File: src/rtl/hwgate_pkg.sv
package hwgate_pkg;

  localparam int FIELD_W    = 8;
  localparam int DATA_W     = 32;
  localparam int ADDR_W     = 8;
  localparam int NUM_FIELDS = 4;
  localparam int NUM_REGS   = NUM_FIELDS + 1;
  localparam int IDX_W      = ADDR_W - 2;

  // control word bit positions (decoded by field logic)
  localparam int BLOCK_LSB = FIELD_W;
  localparam int BIT_CLR   = 2 * FIELD_W;
  localparam int BIT_SET   = BIT_CLR + 1;
  localparam int BIT_LOAD  = BIT_CLR + 2;
  localparam int BIT_HOLDN = BIT_CLR + 4;

  typedef enum logic {GATE_ALLOW = 1'b0, GATE_BLOCK = 1'b1} gate_mode_e;

  typedef struct packed {
    logic               hold_n;
    logic               do_load;
    logic               do_set;
    logic               do_clr;
    logic [FIELD_W-1:0] block;
    logic [FIELD_W-1:0] allow;
  } ctrl_t;

  function automatic logic [DATA_W-1:0] ctrl_keep_mask();
    logic [DATA_W-1:0] m;
    m = '0;
    for (int i = 0; i < 2 * FIELD_W; i++) m[i] = 1'b1;
    m[BIT_CLR]   = 1'b1;
    m[BIT_SET]   = 1'b1;
    m[BIT_LOAD]  = 1'b1;
    m[BIT_HOLDN] = 1'b1;
    return m;
  endfunction

  function automatic logic [DATA_W-1:0] ctrl_reset_word();
    logic [DATA_W-1:0] w;
    w = '0;
    for (int i = 0; i < FIELD_W; i++) w[i] = 1'b1;
    w[BIT_HOLDN] = 1'b1;
    return w;
  endfunction

  localparam logic [DATA_W-1:0] CTRL_KEEP  = ctrl_keep_mask();
  localparam logic [DATA_W-1:0] CTRL_RESET = ctrl_reset_word();

  function automatic ctrl_t word_to_ctrl(input logic [DATA_W-1:0] w);
    ctrl_t c;
    c.allow   = w[FIELD_W-1:0];
    c.block   = w[BLOCK_LSB +: FIELD_W];
    c.do_clr  = w[BIT_CLR];
    c.do_set  = w[BIT_SET];
    c.do_load = w[BIT_LOAD];
    c.hold_n  = w[BIT_HOLDN];
    return c;
  endfunction

  // bitwise merge: gated bits take the new value, the rest keep the old one
  function automatic logic [FIELD_W-1:0] hw_merge(input logic [FIELD_W-1:0] old_v,
                                                   input logic [FIELD_W-1:0] new_v,
                                                   input logic [FIELD_W-1:0] gate);
    return (new_v & gate) | (old_v & ~gate);
  endfunction

  function automatic logic [FIELD_W-1:0] field_reset(input int idx);
    return FIELD_W'(8'h11 * (idx + 1));
  endfunction

endpackage

File: src/rtl/hwgate_apb_decode.sv
module hwgate_apb_decode
  import hwgate_pkg::*;
(
  input  logic              psel,
  input  logic              penable,
  input  logic              pwrite,
  input  logic [ADDR_W-1:0] paddr,
  output logic [NUM_REGS-1:0] sel,
  output logic [NUM_REGS-1:0] wr_sel,
  output logic              rd_hit,
  output logic              wr_access
);

  logic             aligned;
  logic [IDX_W-1:0] word_idx;

  assign aligned   = (paddr[1:0] == 2'b00);
  assign word_idx  = paddr[ADDR_W-1:2];
  assign wr_access = psel & penable & pwrite;

  generate
    for (genvar r = 0; r < NUM_REGS; r++) begin : g_sel
      assign sel[r]    = aligned && (word_idx == IDX_W'(r));
      assign wr_sel[r] = sel[r] & wr_access;
    end
  endgenerate

  assign rd_hit = |sel;

  // at most one register is written per access
  always_comb begin
    assert_onehot_wr_R11: assert ($onehot0(wr_sel) || $isunknown(wr_sel));
  end

endmodule

File: src/rtl/hwgate_ctrl_reg.sv
module hwgate_ctrl_reg
  import hwgate_pkg::*;
(
  input  logic              clk,
  input  logic              rst,
  input  logic              we,
  input  logic [DATA_W-1:0] wdata,
  output logic [DATA_W-1:0] word,
  output ctrl_t             ctrl
);

  always_ff @(posedge clk) begin
    if (rst)     word <= CTRL_RESET;
    else if (we) word <= wdata & CTRL_KEEP;
  end

  assign ctrl = word_to_ctrl(word);

  assert_reset_R1: assert property (@(posedge clk) disable iff (rst)
    $past(rst) |-> (word == CTRL_RESET));

  assert_unused_zero_R10: assert property (@(posedge clk) disable iff (rst)
    (word & ~CTRL_KEEP) == '0);

endmodule

File: src/rtl/hwgate_field.sv
module hwgate_field
  import hwgate_pkg::*;
#(
  parameter logic [FIELD_W-1:0] RESET_VAL   = '0,
  parameter bit                 SW_WRITABLE = 1'b1,
  parameter gate_mode_e         MODE        = GATE_ALLOW
) (
  input  logic               clk,
  input  logic               rst,
  input  logic [FIELD_W-1:0] gate_vec,
  input  logic [FIELD_W-1:0] hw_val,
  input  logic               hw_ld,
  input  logic               hw_cl,
  input  logic               hw_st,
  input  logic               sw_we,
  input  logic [FIELD_W-1:0] sw_data,
  output logic [FIELD_W-1:0] q
);

  logic [FIELD_W-1:0] eff_gate;   // bits allowed to move on a hardware update
  logic               hw_any;     // any hardware update this cycle
  logic [FIELD_W-1:0] nxt;

  generate
    if (MODE == GATE_BLOCK) begin : g_block
      assign eff_gate = ~gate_vec;
    end else begin : g_allow
      assign eff_gate = gate_vec;
    end
  endgenerate

  assign hw_any = hw_ld | hw_cl | hw_st;

  always_comb begin
    nxt = q;
    if (hw_cl)                     nxt = hw_merge(q, '0, eff_gate);
    else if (hw_st)                nxt = hw_merge(q, '1, eff_gate);
    else if (hw_ld)                nxt = hw_merge(q, hw_val, eff_gate);
    else if (sw_we && SW_WRITABLE) nxt = sw_data;
  end

  always_ff @(posedge clk) begin
    if (rst) q <= RESET_VAL;
    else     q <= nxt;
  end

  // gated-off bits never move on a hardware update
  assert_gate_hold_R2: assert property (@(posedge clk) disable iff (rst)
    hw_any |=> (((q ^ $past(q)) & ~$past(eff_gate)) == '0));

  // clear wins over everything
  assert_clear_wins_R6: assert property (@(posedge clk) disable iff (rst)
    hw_cl |=> ((q & $past(eff_gate)) == '0));

  // set wins over load
  assert_set_over_load_R6: assert property (@(posedge clk) disable iff (rst)
    (hw_st && !hw_cl) |=> ((q & $past(eff_gate)) == $past(eff_gate)));

  generate
    if (!SW_WRITABLE) begin : g_ro_chk
      assert_sw_ignored_R8: assert property (@(posedge clk) disable iff (rst)
        (sw_we && !hw_any) |=> $stable(q));
    end else begin : g_rw_chk
      assert_hw_beats_sw_R7: assert property (@(posedge clk) disable iff (rst)
        (sw_we && hw_any) |=> (((q ^ $past(q)) & ~$past(eff_gate)) == '0));
    end
  endgenerate

endmodule

File: src/rtl/hwgate_regblk.sv
module hwgate_regblk
  import hwgate_pkg::*;
(
  input  logic               clk,
  input  logic               rst,
  input  logic               psel,
  input  logic               penable,
  input  logic               pwrite,
  input  logic [ADDR_W-1:0]  paddr,
  input  logic [DATA_W-1:0]  pwdata,
  output logic [DATA_W-1:0]  prdata,
  output logic               pready,
  input  logic [FIELD_W-1:0] fa_val,
  input  logic               fa_load,
  input  logic               fa_clr,
  input  logic               fa_set,
  input  logic [FIELD_W-1:0] fb_val,
  input  logic               fb_load,
  input  logic               fb_clr,
  input  logic               fb_set,
  input  logic [FIELD_W-1:0] fc_val,
  input  logic [FIELD_W-1:0] fd_val,
  output logic [FIELD_W-1:0] fa_q,
  output logic [FIELD_W-1:0] fb_q,
  output logic [FIELD_W-1:0] fc_q,
  output logic [FIELD_W-1:0] fd_q
);

  logic [NUM_REGS-1:0] sel;
  logic [NUM_REGS-1:0] wr_sel;
  logic                rd_hit;
  logic                wr_access;
  logic [DATA_W-1:0]   ctrl_word;
  ctrl_t               ctrl;
  logic [DATA_W-1:0]   rd_word;

  logic [FIELD_W-1:0]  f_gate [NUM_FIELDS];
  logic [FIELD_W-1:0]  f_val  [NUM_FIELDS];
  logic                f_ld   [NUM_FIELDS];
  logic                f_cl   [NUM_FIELDS];
  logic                f_st   [NUM_FIELDS];
  logic [FIELD_W-1:0]  f_q    [NUM_FIELDS];

  assign pready = 1'b1;

  hwgate_apb_decode u_decode (
    .psel      (psel),
    .penable   (penable),
    .pwrite    (pwrite),
    .paddr     (paddr),
    .sel       (sel),
    .wr_sel    (wr_sel),
    .rd_hit    (rd_hit),
    .wr_access (wr_access)
  );

  hwgate_ctrl_reg u_ctrl (
    .clk   (clk),
    .rst   (rst),
    .we    (wr_sel[0]),
    .wdata (pwdata),
    .word  (ctrl_word),
    .ctrl  (ctrl)
  );

  // per-field source routing
  always_comb begin
    f_gate[0] = ctrl.allow; f_val[0] = fa_val; f_ld[0] = fa_load;
    f_cl[0]   = fa_clr;     f_st[0]  = fa_set;

    f_gate[1] = ctrl.block; f_val[1] = fb_val; f_ld[1] = fb_load;
    f_cl[1]   = fb_clr;     f_st[1]  = fb_set;

    f_gate[2] = ctrl.allow;  f_val[2] = fc_val; f_ld[2] = ctrl.do_load;
    f_cl[2]   = ctrl.do_clr; f_st[2]  = ctrl.do_set;

    f_gate[3] = '1;    f_val[3] = fd_val; f_ld[3] = ~ctrl.hold_n;
    f_cl[3]   = 1'b0;  f_st[3]  = 1'b0;
  end

  generate
    for (genvar i = 0; i < NUM_FIELDS; i++) begin : g_field
      localparam gate_mode_e MODE_I = (i == 1) ? GATE_BLOCK : GATE_ALLOW;
      localparam bit         SWW_I  = (i >= 2);
      hwgate_field #(
        .RESET_VAL   (field_reset(i)),
        .SW_WRITABLE (SWW_I),
        .MODE        (MODE_I)
      ) u_field (
        .clk      (clk),
        .rst      (rst),
        .gate_vec (f_gate[i]),
        .hw_val   (f_val[i]),
        .hw_ld    (f_ld[i]),
        .hw_cl    (f_cl[i]),
        .hw_st    (f_st[i]),
        .sw_we    (wr_sel[i+1]),
        .sw_data  (pwdata[FIELD_W-1:0]),
        .q        (f_q[i])
      );
    end
  endgenerate

  always_comb begin
    rd_word = '0;
    if (sel[0]) rd_word = rd_word | ctrl_word;
    for (int i = 0; i < NUM_FIELDS; i++) begin
      if (sel[i+1]) rd_word = rd_word | DATA_W'(f_q[i]);
    end
  end

  assign prdata = rd_word;
  assign fa_q   = f_q[0];
  assign fb_q   = f_q[1];
  assign fc_q   = f_q[2];
  assign fd_q   = f_q[3];

  assert_unmapped_zero_R9: assert property (@(posedge clk) disable iff (rst)
    (psel && !pwrite && !rd_hit) |-> (prdata == '0));

  // capture bit low means the capture field follows its input next cycle
  assert_capture_R5: assert property (@(posedge clk) disable iff (rst)
    !ctrl.hold_n |=> (fd_q == $past(fd_val)));

endmodule

File: config.mk
export PLATFORM = sky130hd
export DESIGN_NAME = hwgate_regblk
export DESIGN_NICKNAME = d
export VERILOG_FILES = /design/src/rtl/hwgate_pkg.sv /design/src/rtl/hwgate_apb_decode.sv /design/src/rtl/hwgate_ctrl_reg.sv /design/src/rtl/hwgate_field.sv /design/src/rtl/hwgate_regblk.sv
export SDC_FILE = /design/constraint.sdc
export NUM_CORES = 1
export LEC_CHECK = 0
export ABC_CLOCK_PERIOD_IN_PS = 2630
export BUFFER_PORTS_ARGS = -buffer_cell sky130_fd_sc_hd__buf_2
export CORE_MARGIN = 2
export CORE_UTILIZATION = 35
export CTS_CLUSTER_DIAMETER = 120
export DETAILED_ROUTE_END_ITERATION = 8
export PLACE_DENSITY = 0.75
export SLEW_MARGIN = 20
export SYNTH_ARGS = -nofsm -noshare
export SYNTH_HDL_FRONTEND = slang
export SYNTH_SLANG_ARGS = --single-unit
File: constraint.sdc
create_clock -name clk -period 2.63 [get_ports clk]
set_input_delay 0.1315 -clock clk [delete_from_list [all_inputs] [get_ports clk]]
set_output_delay 0.1315 -clock clk [all_outputs]
set_load 0.005 [all_outputs]
# Word level (Yosys, flattened, before mapping)
# Index checks and enable logic that the tools add are counted.
[word_totals]
ff_bits = 52
input_bits = 83
out_inout_bits = 65
wordCells = 61
[classes]
n_eq_ne = 5
mux = 17
bitwise_logic = 24
reduce_logical = 10
[op_table]
columns = ["cell", "n"]
rows = [
  ["$mux 32", 3],
  ["$mux 8", 12],
  ["$or 32x8->32", 3],
  ["$and 8x8->8", 6],
  ["$or 8x8->8", 6],
  ["$mux 21", 2],
  ["$not 8->8", 3],
  ["$or 21x8->21", 1],
  ["$eq 6x2->1 const B", 2],
  ["$eq 6x1->1 const B", 1],
  ["$eq 6x3->1 const B", 1],
  ["$logic_not 6->1", 1],
  ["$reduce_bool 3->1", 2],
  ["$and 1x1->1", 5],
  ["$logic_and 1x1->1", 5],
  ["$reduce_bool 4->1", 1],
  ["$logic_not 2->1", 1],
  ["$ne 2x1->1 const B", 1],
]

# Longest topological paths before layout
[logic_depth]
ltp_word = 11
depth_mapped = 7
mapped_depth_nobuf = 4

# Cells and area by module
# From an unflattened synthesis, not the netlist that was laid out.
[unflattened]
cells_unflattened = 420
hier_area_um2 = 3568.4
[by_module_without_submodules]
columns = ["module", "n_inst", "cells_each", "area_per_inst_um2", "seq_area_each_um2"]
rows = [
  ["hwgate_ctrl_reg", 1, 98, 982.2, 400.4],
  ["hwgate_field at g_field[3].u_field", 1, 78, 659.4, 160.2],
  ["hwgate_field at g_field[2].u_field", 1, 80, 658.1, 160.2],
  ["hwgate_field at g_field[1].u_field", 1, 46, 396.6, 160.2],
  ["hwgate_regblk", 1, 59, 376.6, 0.0],
  ["hwgate_field at g_field[0].u_field", 1, 38, 362.8, 160.2],
  ["hwgate_apb_decode", 1, 21, 132.6, 0.0],
]

# Least setup slack after synthesis
# Ideal clock, no wire load.
[synth_timing]
path_kind = "reg2reg"
startpoint = "register u_ctrl.word[17]"
endpoint = "register (tool-made name)"
setup_time_ns = 0.061
arrival_ns = 1.504
t_required_ns = 2.569
slack_ns = 1.065
path_stages_with_launch = 8
path_buffers = 3
synth_period_minus_slack_ns = 1.565
cell_sequence = "dfxtp_1 -> buf_2 -> or2_2 -> clkbuf_1 -> buf_2 -> a21oi_1 -> a2111oi_0 -> a41o_1"
[synth_lines]
columns = ["element", "line_no", "source"]
rows = [
  ["from (decl)", "hwgate_ctrl_reg.sv:8", "output logic [DATA_W-1:0] word,"],
  ["from (signal assigned)", "hwgate_ctrl_reg.sv:14", "else if (we) word <= wdata & CTRL_KEEP;"],
]

# Worst setup path after layout
[layout_timing]
startpoint = "input port paddr[1]"
endpoint = "output port prdata[7]"
[layout_via]
elab_chain_len = 11
word_cells_on_any_way = 15
cone_classes = "5 x mux; 4 x bitwise; 6 x reduce/logical"
[layout_rtl]
columns = ["element", "line_no", "source"]
rows = [
  ["from (decl)", "hwgate_regblk.sv:9", "input logic [ADDR_W-1:0] paddr,"],
  ["$logic_not 2->1 (*)", "hwgate_apb_decode.sv:17", "assign aligned = (paddr[1:0] == 2'b00);"],
  ["$logic_and 1x1->1", "hwgate_apb_decode.sv:23", "assign sel[r] = aligned && (word_idx == IDX_W'(r));"],
  ["$mux 21", "hwgate_regblk.sv:106", "if (sel[0]) rd_word = rd_word | ctrl_word;"],
  ["$or 21x8->21", "hwgate_regblk.sv:108", "if (sel[i+1]) rd_word = rd_word | DATA_W'(f_q[i]);"],
  ["$mux 21", "hwgate_regblk.sv:108", ""],
  ["$or 32x8->32", "hwgate_regblk.sv:108", ""],
  ["$mux 32", "hwgate_regblk.sv:108", ""],
  ["$or 32x8->32", "hwgate_regblk.sv:108", ""],
  ["$mux 32", "hwgate_regblk.sv:108", ""],
  ["$or 32x8->32", "hwgate_regblk.sv:108", ""],
  ["$mux 32 (*)", "hwgate_regblk.sv:108", ""],
  ["to (decl)", "hwgate_regblk.sv:11", "output logic [DATA_W-1:0] prdata,"],
]
# Mark *: on every way between the ends. The rest lies on a longest branch, timed or not.

==> out/metrics.cfg <==
[drt]
wirelength_um=9960
drt_iter0_markers=189
wire_per_inst_um=17.5
top_layer=met4
route.met3.wl_um=960
via_per_inst=5.45
wl_met2_um=4860
drtAntennaViolNets=0
vias=3103
dr.pass1.iters=4
route.detailed.drc=0
wl_met1_um=4020

[final_layout]
fill_cells=842
final_util_pct=45.2
area_growth_pct=24.3
layout_commonest_cell=buf_2
final_cells=569
final_cell_mix=buf_2, dfxtp_1, a21oi_1, nor2_1, mux2i_1
finalNetCount=546
antenna_cells=0
drive_above_1_share_pct=34.5

[sta]
skew_ns=0.00690
rsz0062_at_grt=no
hold_violations=0
worst_pin_slew_ns=0.665
finalSetupViolCount=0
post-route-period-util_pct=74.0
max_freq_mhz=514
setup_tns_ns=0
relSlewSlack_pct=55.5
period_minus_slack_ns=1.95
maxSlewViolCount=0
fin_ws_ns=0.683

[critical_path]
critPathCaptureType=output pin
startpoint_type=input port
cp.arrival_ns=1.82
worstPathRequired_ns=2.50
rr_startpoint=u_ctrl.word[17]$_SDFFE_PP0P_
setup.worst_path.class=input port to output pin
critical_path.startpoint=paddr[1]
worst-path-max-fanout=6

[floorplanning]
io_pins=148
dieHeight_um=96.8
initial_core_util_pct=36.3
rows=33
core_area_um2=8300
die_w_um=96.8
die_area_um2=9370

[logic_synthesis]
synth_top_family_by_area=compound AO/OA/AOI/OAI gates
ys_seq_elements=52
synth.cell_area_um2=3020
synth.distinct_cells=44
synth_simple_gate_area_share_pct=19.4
syn_avg_cell_area_um2=8.57
ys_async_sr_fraction_pct=0
synthXorXnorAreaFrac_pct=0
synthFlopType=dfxtp_1
synth-compound-area-share_pct=24.4
synthAdderAreaFrac_pct=0
yosysWarnings=0
ys_seq_area_share_pct=34.5
synth_edf_count=0
synth_cells=352
synth_mux_area_share_pct=13.4

[global_routing]
gr-total-overflow=0
grt_pass1_vias=3044
grt_max_degree=53
antenna_found_initial=0
track_usage_pct=20.5
grt_pass1_wl_um=15600

[cts]
cts_made_buffers=5
path_clk_slew_ns=0.10
postCtsSetupBuffers=0
clockBufferDepth=2
htree_levels=2
postCtsHoldBufs=0
insertion_delay_ns=0.31
root_buffer=clkbuf_8
cts_sinks=52
cts_tree=done
cts_resized=0

[place]
dp_slack_ns=0.567
dp_hpwl_um=7280
gp_congestion=0.819
port_buffers=122
placedCellCount=561

[power]
p_total_uw=1490
power_density_nw_per_um2=398
p_leak_uw=0.00180
max-vdd-ir-drop_mv=0.256

[worst_hold_path]
min_from=pwdata[9]
hold_path_class=input port to flip-flop

[outcome]
outcome=complete, no violations

[job]
max_cap_viol_count=0

==> cells by family after synthesis <==
| group | Yosys count |
|---|---|
| and+or+nand+nor | 114 |
| DFF | 52 |
| AOI/OAI and AO/OA | 106 |
| buffers and inverters | 48 |
| muxes | 30 |
| other | 2 |
==> power breakdown <==
part | switching [uW] | leakage [uW] | internal, uW
Combinational | 109 | 0.00133 | 99.0
Clock | 280 | 0.0000479 | 186
Sequential | 15.7 | 0.000423 | 803
Total | 404 | 0.00180 | 1090
==> cells in the mapped netlist (all sizes together), types with 5 or more instances <==
library cell   n  area (um^2)
and3           5         31.3
mux2i         18          180
buf           20          135
nor3          14         70.1
nand2          9         33.8
o221a          5         56.3
and2          10         62.6
a21oi         42          210
a22o           6         52.6
nand2b        11         68.8
nor2          39          146
clkbuf        17         63.8
nor2b          8         50.1
dfxtp         52         1040
inv           11         41.3
a211oi        14          105
o21bai         6         45.0
mux4           8          180
nand3          7         35.0
o21ai          9         45.0
==> worst max-delay path, cell delays in order <==
cell	delay, ns
buf_2	0.11
nor4_2	0.41
nand2b_1	0.17
nor2_1	0.56
a22o_1	0.30
buf_2	0.13
==> through the flow <==
step                      instance area, um^2  hold slack [ns]
after global placement                   3660            0.360
after global routing                     3750           0.0475
after floorplan                          3060            0.275
final                                    3750           0.0461
after CTS                                3750           0.0444
after detailed placement                 3660            0.371
==> routing by layer <==
layer / track usage (%) / vias up
met5: 0 / -
met4: 4.66 / 0
met2: 34.5 / 157
met3: 4.77 / 11
li1: - / 1488
met1: 26.9 / 1447
==> final cells by class <==
| class | count | area, um^2 | area share [%] |
|---|---|---|---|
| timing repair buffer | 130 | 671 | 17.9 |
| inverter | 11 | 41.3 | 1.10 |
| multi-input combinational | 263 | 1780 | 47.4 |
| clock buffer | 5 | 68.8 | 1.84 |
| clock inverter | 3 | 18.8 | 0.501 |
| tap | 105 | 131 | 3.51 |
| sequential | 52 | 1040 | 27.8 |
==> worst paths after layout <==
check / slack [ns] / depth (start not counted) / to
setup reg to reg: 0.94 / 4 / flip-flop
hold / removal: 0.05 / 3 / u_ctrl.word[9]$_SDFFE_PP0P_
setup / recovery: 0.68 / 6 / prdata[7]
hold reg to reg: 0.52 / 2 / g_field[3].u_field.q[3]$_SDFFE_PP0P_
No activity file was read; power rests on OpenSTA's default activity.
